--- src/rtl/csync_mix_pkg.sv ---
package csync_mix_pkg;
  typedef enum logic [1:0] {
    ZN_PLAIN   = 2'd0,
    ZN_EQ_PRE  = 2'd1,
    ZN_SERR    = 2'd2,
    ZN_EQ_POST = 2'd3
  } csm_zone_e;
endpackage

--- src/rtl/csm_phase.sv ---
module csm_phase #(
  parameter int HW = 12
) (
  input  logic [HW-1:0] hcount,
  input  logic [HW-1:0] hmax,
  input  logic          dbl,
  output logic [HW-1:0] phase
);
  // fold the second half of the line onto the first in double rate
  function automatic logic [HW-1:0] fold(input logic [HW-1:0] h,
                                         input logic [HW-1:0] m,
                                         input logic          d);
    logic [HW-1:0] half;
    half = m >> 1;
    if (d && (h > half)) return h - half;
    return h;
  endfunction

  assign phase = fold(hcount, hmax, dbl);
endmodule

--- src/rtl/csm_pulse.sv ---
module csm_pulse #(
  parameter int HW = 12
) (
  input  logic [HW-1:0] phase,
  input  logic [HW-1:0] porch_end,
  input  logic [HW-1:0] eq_end,
  input  logic [HW-1:0] serr_start,
  output logic          eq_pulse,
  output logic          serr_pulse
);
  function automatic logic in_span(input logic [HW-1:0] p,
                                   input logic [HW-1:0] lo,
                                   input logic [HW-1:0] hi);
    return (p >= lo) && (p < hi);
  endfunction

  assign eq_pulse   = in_span(phase, porch_end, eq_end);
  assign serr_pulse = (phase < porch_end) || (phase >= serr_start);
endmodule

--- src/rtl/csm_zone.sv ---
module csm_zone
  import csync_mix_pkg::*;
#(
  parameter int VW       = 11,
  parameter int EQW      = 4,
  parameter int EQ_RESET = 3
) (
  input  logic           clk,
  input  logic           rst_n,
  input  logic [VW-1:0]  vline,
  input  logic [VW-1:0]  vs_first,
  input  logic [VW-1:0]  vs_after,
  input  logic           vsync,
  input  logic           eq_wr,
  input  logic [EQW-1:0] eq_wdata,
  output csm_zone_e      zone,
  output logic [EQW-1:0] eq_lines_q
);
  localparam int SW = ((VW > EQW) ? VW : EQW) + 1;

  logic [SW-1:0] line_x, first_x, after_x, eq_x;
  logic          in_pre, in_post;

  always_ff @(negedge clk or negedge rst_n) begin
    if (!rst_n)      eq_lines_q <= EQW'(EQ_RESET);
    else if (eq_wr)  eq_lines_q <= eq_wdata;
  end

  assign line_x  = SW'(vline);
  assign first_x = SW'(vs_first);
  assign after_x = SW'(vs_after);
  assign eq_x    = SW'(eq_lines_q);

  assign in_pre  = (line_x + eq_x >= first_x) && (line_x < first_x);
  assign in_post = (line_x >= after_x) && (line_x < after_x + eq_x);

  always_comb begin
    if (vsync)        zone = ZN_SERR;
    else if (in_pre)  zone = ZN_EQ_PRE;
    else if (in_post) zone = ZN_EQ_POST;
    else              zone = ZN_PLAIN;
  end
endmodule

--- src/rtl/csync_mixer.sv ---
module csync_mixer
  import csync_mix_pkg::*;
#(
  parameter int HW       = 12,
  parameter int VW       = 11,
  parameter int EQW      = 4,
  parameter int EQ_RESET = 3
) (
  input  logic           clk,
  input  logic           rst_n,
  input  logic [HW-1:0]  hcount,
  input  logic [HW-1:0]  hmax,
  input  logic [HW-1:0]  porch_end,
  input  logic [HW-1:0]  eq_end,
  input  logic [HW-1:0]  serr_start,
  input  logic [VW-1:0]  vline,
  input  logic [VW-1:0]  vs_first,
  input  logic [VW-1:0]  vs_after,
  input  logic           hsync,
  input  logic           vsync,
  input  logic           hblank,
  input  logic           vblank,
  input  logic           dbl_rate,
  input  logic           interlace,
  input  logic           eq_wr,
  input  logic [EQW-1:0] eq_wdata,
  input  logic           pol_high,
  output logic           csync,
  output logic           cblank
);
  logic           dbl_active;
  logic [HW-1:0]  phase;
  logic           eq_pulse, serr_pulse;
  csm_zone_e      zone;
  logic [EQW-1:0] eq_lines_q;
  logic           cs_next, cs_q, cb_q;

  assign dbl_active = dbl_rate | interlace;

  csm_phase #(.HW(HW)) u_phase (
    .hcount (hcount),
    .hmax   (hmax),
    .dbl    (dbl_active),
    .phase  (phase)
  );

  csm_pulse #(.HW(HW)) u_pulse (
    .phase      (phase),
    .porch_end  (porch_end),
    .eq_end     (eq_end),
    .serr_start (serr_start),
    .eq_pulse   (eq_pulse),
    .serr_pulse (serr_pulse)
  );

  csm_zone #(.VW(VW), .EQW(EQW), .EQ_RESET(EQ_RESET)) u_zone (
    .clk        (clk),
    .rst_n      (rst_n),
    .vline      (vline),
    .vs_first   (vs_first),
    .vs_after   (vs_after),
    .vsync      (vsync),
    .eq_wr      (eq_wr),
    .eq_wdata   (eq_wdata),
    .zone       (zone),
    .eq_lines_q (eq_lines_q)
  );

  always_comb begin
    unique case (zone)
      ZN_SERR:               cs_next = serr_pulse;
      ZN_EQ_PRE, ZN_EQ_POST: cs_next = eq_pulse;
      default:               cs_next = hsync | vsync;
    endcase
  end

  always_ff @(negedge clk or negedge rst_n) begin
    if (!rst_n) begin
      cs_q <= 1'b0;
      cb_q <= 1'b0;
    end else begin
      cs_q <= cs_next;
      cb_q <= hblank | vblank;
    end
  end

  assign csync  = pol_high ? cs_q : ~cs_q;
  assign cblank = pol_high ? cb_q : ~cb_q;
endmodule

--- config.mk ---
export PLATFORM = sky130hd
export DESIGN_NAME = csync_mixer
export DESIGN_NICKNAME = d
export VERILOG_FILES = /design/src/rtl/csync_mix_pkg.sv /design/src/rtl/csm_phase.sv /design/src/rtl/csm_pulse.sv /design/src/rtl/csm_zone.sv /design/src/rtl/csync_mixer.sv
export SDC_FILE = /design/constraint.sdc
export NUM_CORES = 1
export LEC_CHECK = 0
export ABC_CLOCK_PERIOD_IN_PS = 3400
export CORE_MARGIN = 4
export CORE_UTILIZATION = 30
export CTS_BUF_LIST = sky130_fd_sc_hd__clkbuf_2
export DETAILED_ROUTE_END_ITERATION = 7
export PLACE_DENSITY_LB_ADDON = 0.2
export SETUP_SLACK_MARGIN = 0.3
export SLEW_MARGIN = 20
export SYNTH_ARGS = -nofsm -noshare
export SYNTH_HDL_FRONTEND = slang
export SYNTH_HIERARCHICAL = 1
export SYNTH_SLANG_ARGS = --single-unit
--- constraint.sdc ---
create_clock -name clk -period 3.4 [get_ports clk]
set_input_delay 0.51 -clock clk [delete_from_list [all_inputs] [get_ports clk]]
set_output_delay 0.51 -clock clk [all_outputs]
set_load 0.02 [all_outputs]
==> metrics.md <==
| Metric | Value |
|---|---|
| Final ANT Viol Nets | `0` |
| CORE AREA | `0.0109 mm²` |
| NumNets Final | `877` |
| # diodes | `0` |
| Critical Path End Type | `flop` |
| Total congestion overflow | `0` |
| Root Buffer Master | `clkbuf_2` |
| PwrDens | `215 mW/mm²` |
| Die Height | `114 µm` |
| Non-Filler Cell Area, Final | `0.00600 mm²` |
| Global Route Usage Sum | `0.169` |
| Synth top area cells | `ha_1 36%, inv_1 7.8%, xnor2_1 4.7%, a21oi_1 4.0%, a21o_1 3.6%` |
| Num rows | `38` |
| Worst Hold End | `u_zone/eq_lines_q[3]$_DFFE_NN0P_` |
| Critical Path RT | `1.77 ns` |
| Async SR Flop Fraction | `1.00` |
| Synth Instances | `434` |
| Synth top area share | `0.356` |
| DR WL/cell | `13.9 µm` |
| Synth warnings | `6` |
| Tightest Pin Transition | `0.420 ns` |
| Cell Chain, Critical Path | `buf_8 > inv_8 > ha_4 > fa_2 > nand2b_4 > a21oi_4 > nor3b_4 > buf_4 > o21ai_4 > buf_4 > buf_4 > o21ai_4 > ha_1 > nand3_1 > nand2_1 > a21oi_2 > o41ai_2 > a211o_1 > nor2b_4 > o31ai_2` |
| WP buf/inv | `5` |
| CTS sink count | `6` |
| Synth cell types | `60` |
| Post-Synth Simple-Gate Area | `0.161` |
| RR Startpoint | `u_zone/eq_lines_q[1]$_DFFE_NN1P_` |
| DIE AREA | `0.0130 mm²` |
| Adder-cell area share of the yosys netlist | `0.374` |
| Vias | `3919` |
| PortBufs | `107` |
| Worst setup margin | `-1.91 ns` |
| Initial core utilization | `0.309` |
| Post-synthesis mux area share | `0.0163` |
| CP Max Fanout | `5` |
| Max VDD drop | `0.112 mV` |
| Post-route DRC violation count | `0` |
| Largest net degree at the start of global routing | `9` |
| Initial DRC count | `95` |
| Hold Crit Depth | `1` |
| Leak | `2.99 nW` |
| R2R Path End | `cs_q$_DFF_NN0_` |
| Hold Startpoint | `u_zone/eq_lines_q[3]$_DFFE_NN0P_` |
| Main synth FF type | `dfrtn_1` |
| Register-to-Register Path Depth | `15` |
| Later-pin clock latency in the skew report | `0.28 ns` |
| Vias/cell | `4.84` |
| I/O Pins | `109` |
| Crit path max-delay family | `compound AO/OA/AOI/OAI gates` |
| H-tree depth | `1` |
| Cts hold-fix bufs | `0` |
| Share of the yosys chip area belonging to registers | `0.0452` |
| Die span in x | `114 µm` |
| RePlAce Congestion | `0.837` |
| DP HPWL | `9170 µm` |
| Area growth syn-to-layout | `77.7%` |
| Critical Path AT | `3.68 ns` |
| Compound-gate portion of the synthesized area | `0.243` |
| Final hold violation count | `0` |
| Mapped Avg Cell Area | `7.78 µm²` |
| TritonCTS clock tree | `built` |
| RSZ-0062 raised after global routing | `true` |
| Final setup vio count | `1` |
| Failing checks | `setup timing` |
| FF-to-FF setup slack | `0.01 ns` |
| Most frequent cell on the critical path | `buf_4` |
| Placed insts | `778` |
| Drt pass-1 iters | `5` |
| Max-Slew Margin vs Limit | `0.717` |
| Top post-synthesis cells by count | `96 x ha_1, 70 x inv_1, 31 x nand2_1` |
| Total power | `1.29 mW` |
| Cell Count, Final, Fillers Out | `810` |
| Worst setup SP type | `input pin` |
| Slew Limit Fails | `0` |
| Post-synth EDFFs | `0` |
| Layout cell share with drive strength beyond 1 | `0.327` |
| Status | `finished with violations` |
| CP max-delay cell | `fa_2` |
| Most frequent cell after synthesis | `ha_1` |
| Largest family of logic cells by synthesized area | `adder cells` |
| CTS buffer count | `3` |
| Post-Syn Area | `0.00338 mm²` |
| Top cell type by total area after synthesis | `ha_1` |
| Final WL | `11300 µm` |
| Reg clk slew, reported paths | `0.06 ns` |
| Clock buffer depth | `2` |
| Initial antenna violation count | `0` |
| Clk_skew | `0.0522 ns` |
| Final core utilization | `0.549` |
| Hold WC Path Type | `reg2reg` |
| Placed instance area | `0.00540 mm²` |
| Hold WS | `0.534 ns` |
| Vias in the first global route | `4155` |
| Synth Register Bits | `6` |
| First-pass GRT wire length | `18300 µm` |
| Xor-xnor portion of the synthesized cell area | `0.0726` |
| Max_cap viols | `0` |
| Synthesized Nets | `640` |
| Critical Setup Path Class | `in2reg` |
| Delay of the slowest critical-path stage | `0.35 ns` |
## worst register-to-register path, stage by stage (launching register included)
cell and delay, ns:
dfstp_2 0.59, ha_1 0.25, a21o_1 0.16, a21o_1 0.20, a21oi_2 0.18, nor2_1 0.09, nand2_1 0.09, xnor2_1 0.13
ha_1 0.27, a21o_1 0.18, a211oi_2 0.23, o311a_1 0.24, o32ai_4 0.10, o21bai_1 0.24, nor2b_4 0.18, o31ai_2 0.06
## routing by layer
layer  share of wire  vias to the layer above  GRT usage
met4          0.0068                        0     0.0309
li1                -                     2031          -
met5               0                        -          0
met1            0.42                     1776      0.198
met2            0.53                      106      0.328
met3           0.047                        6     0.0174
## placed cells by master (no fill, tap or decap), drive strengths merged, types with 5 or more instances in the layout
cell           count
o211ai             5
xor2              10
a21oi             29
nand2b             6
o21a               5
nand4             12
ha                96
dlygate4sd2       15
a21o              16
inv               73
nor2              22
nand3              9
clkbuf             6
clkdlybuf4s50     81
buf              128
a211oi             8
nor2b              7
xnor2             18
o21ai             27
nand2             31
nor3               9
## metrics by stage
step / setup TNS, ns / worst slack, ns
2_1_floorplan: -1.76 / -1.76
6_report: -1.91 / -1.91
3_5_place_dp: -2.73 / -2.73
5_1_grt: -1.98 / -1.98
4_1_cts: -1.89 / -1.89
3_3_place_gp: -2.65 / -2.65
## where the power goes
group	switching (mW)	internal (mW)	leakage [nW]
Sequential	0.00940	0.0832	0.0657
Combinational	0.510	0.617	2.90
Clock	0.0383	0.0344	0.0273
## final cells by class
class	count	area (µm²)
clock inverters	2	7.51
clock buffers	4	20.0
inverters	72	278
multi-input cells	355	3360
well taps	140	175
flip-flops and latches	6	153
fillers	1034	4940
repair buffers	231	2000
## worst max path at each step
stage	start	end	slack (ns)	depth (start not counted)
global placement	hcount[0]	cs_q$_DFF_NN0_	-2.65	17
detailed placement	hcount[0]	cs_q$_DFF_NN0_	-2.73	17
global route	vline[0]	cs_q$_DFF_NN0_	-1.98	16
finish	hcount[0]	cs_q$_DFF_NN0_	-1.91	20
floorplan	hcount[0]	cs_q$_DFF_NN0_	-1.76	17
CTS	hcount[0]	cs_q$_DFF_NN0_	-1.89	19
## timing repair
action,CTS,global route
pin swaps,39,37
buffers inserted,21,4
gates resized for setup,96,28
cloned,2,0
setup endpoints to repair,3,3
## cell families (layout without fill, tap and decap cells)
group                    Yosys count  in the layout
AND/OR/NAND/NOR                  107            107
XOR/XNOR                          28             28
adder cells (fa/ha/maj)           99             99
buffers and inverters             75            309
flip-flops                         6              6
AO/OA/AOI/OAI                    114            116
multiplexers                       5              5
## sequential cells by signal (all words and copies together) (netlist names)
register / count
cb_q: 1
u_zone/eq_lines_q: 4
cs_q: 1
Power figures use the tool's default switching activity.
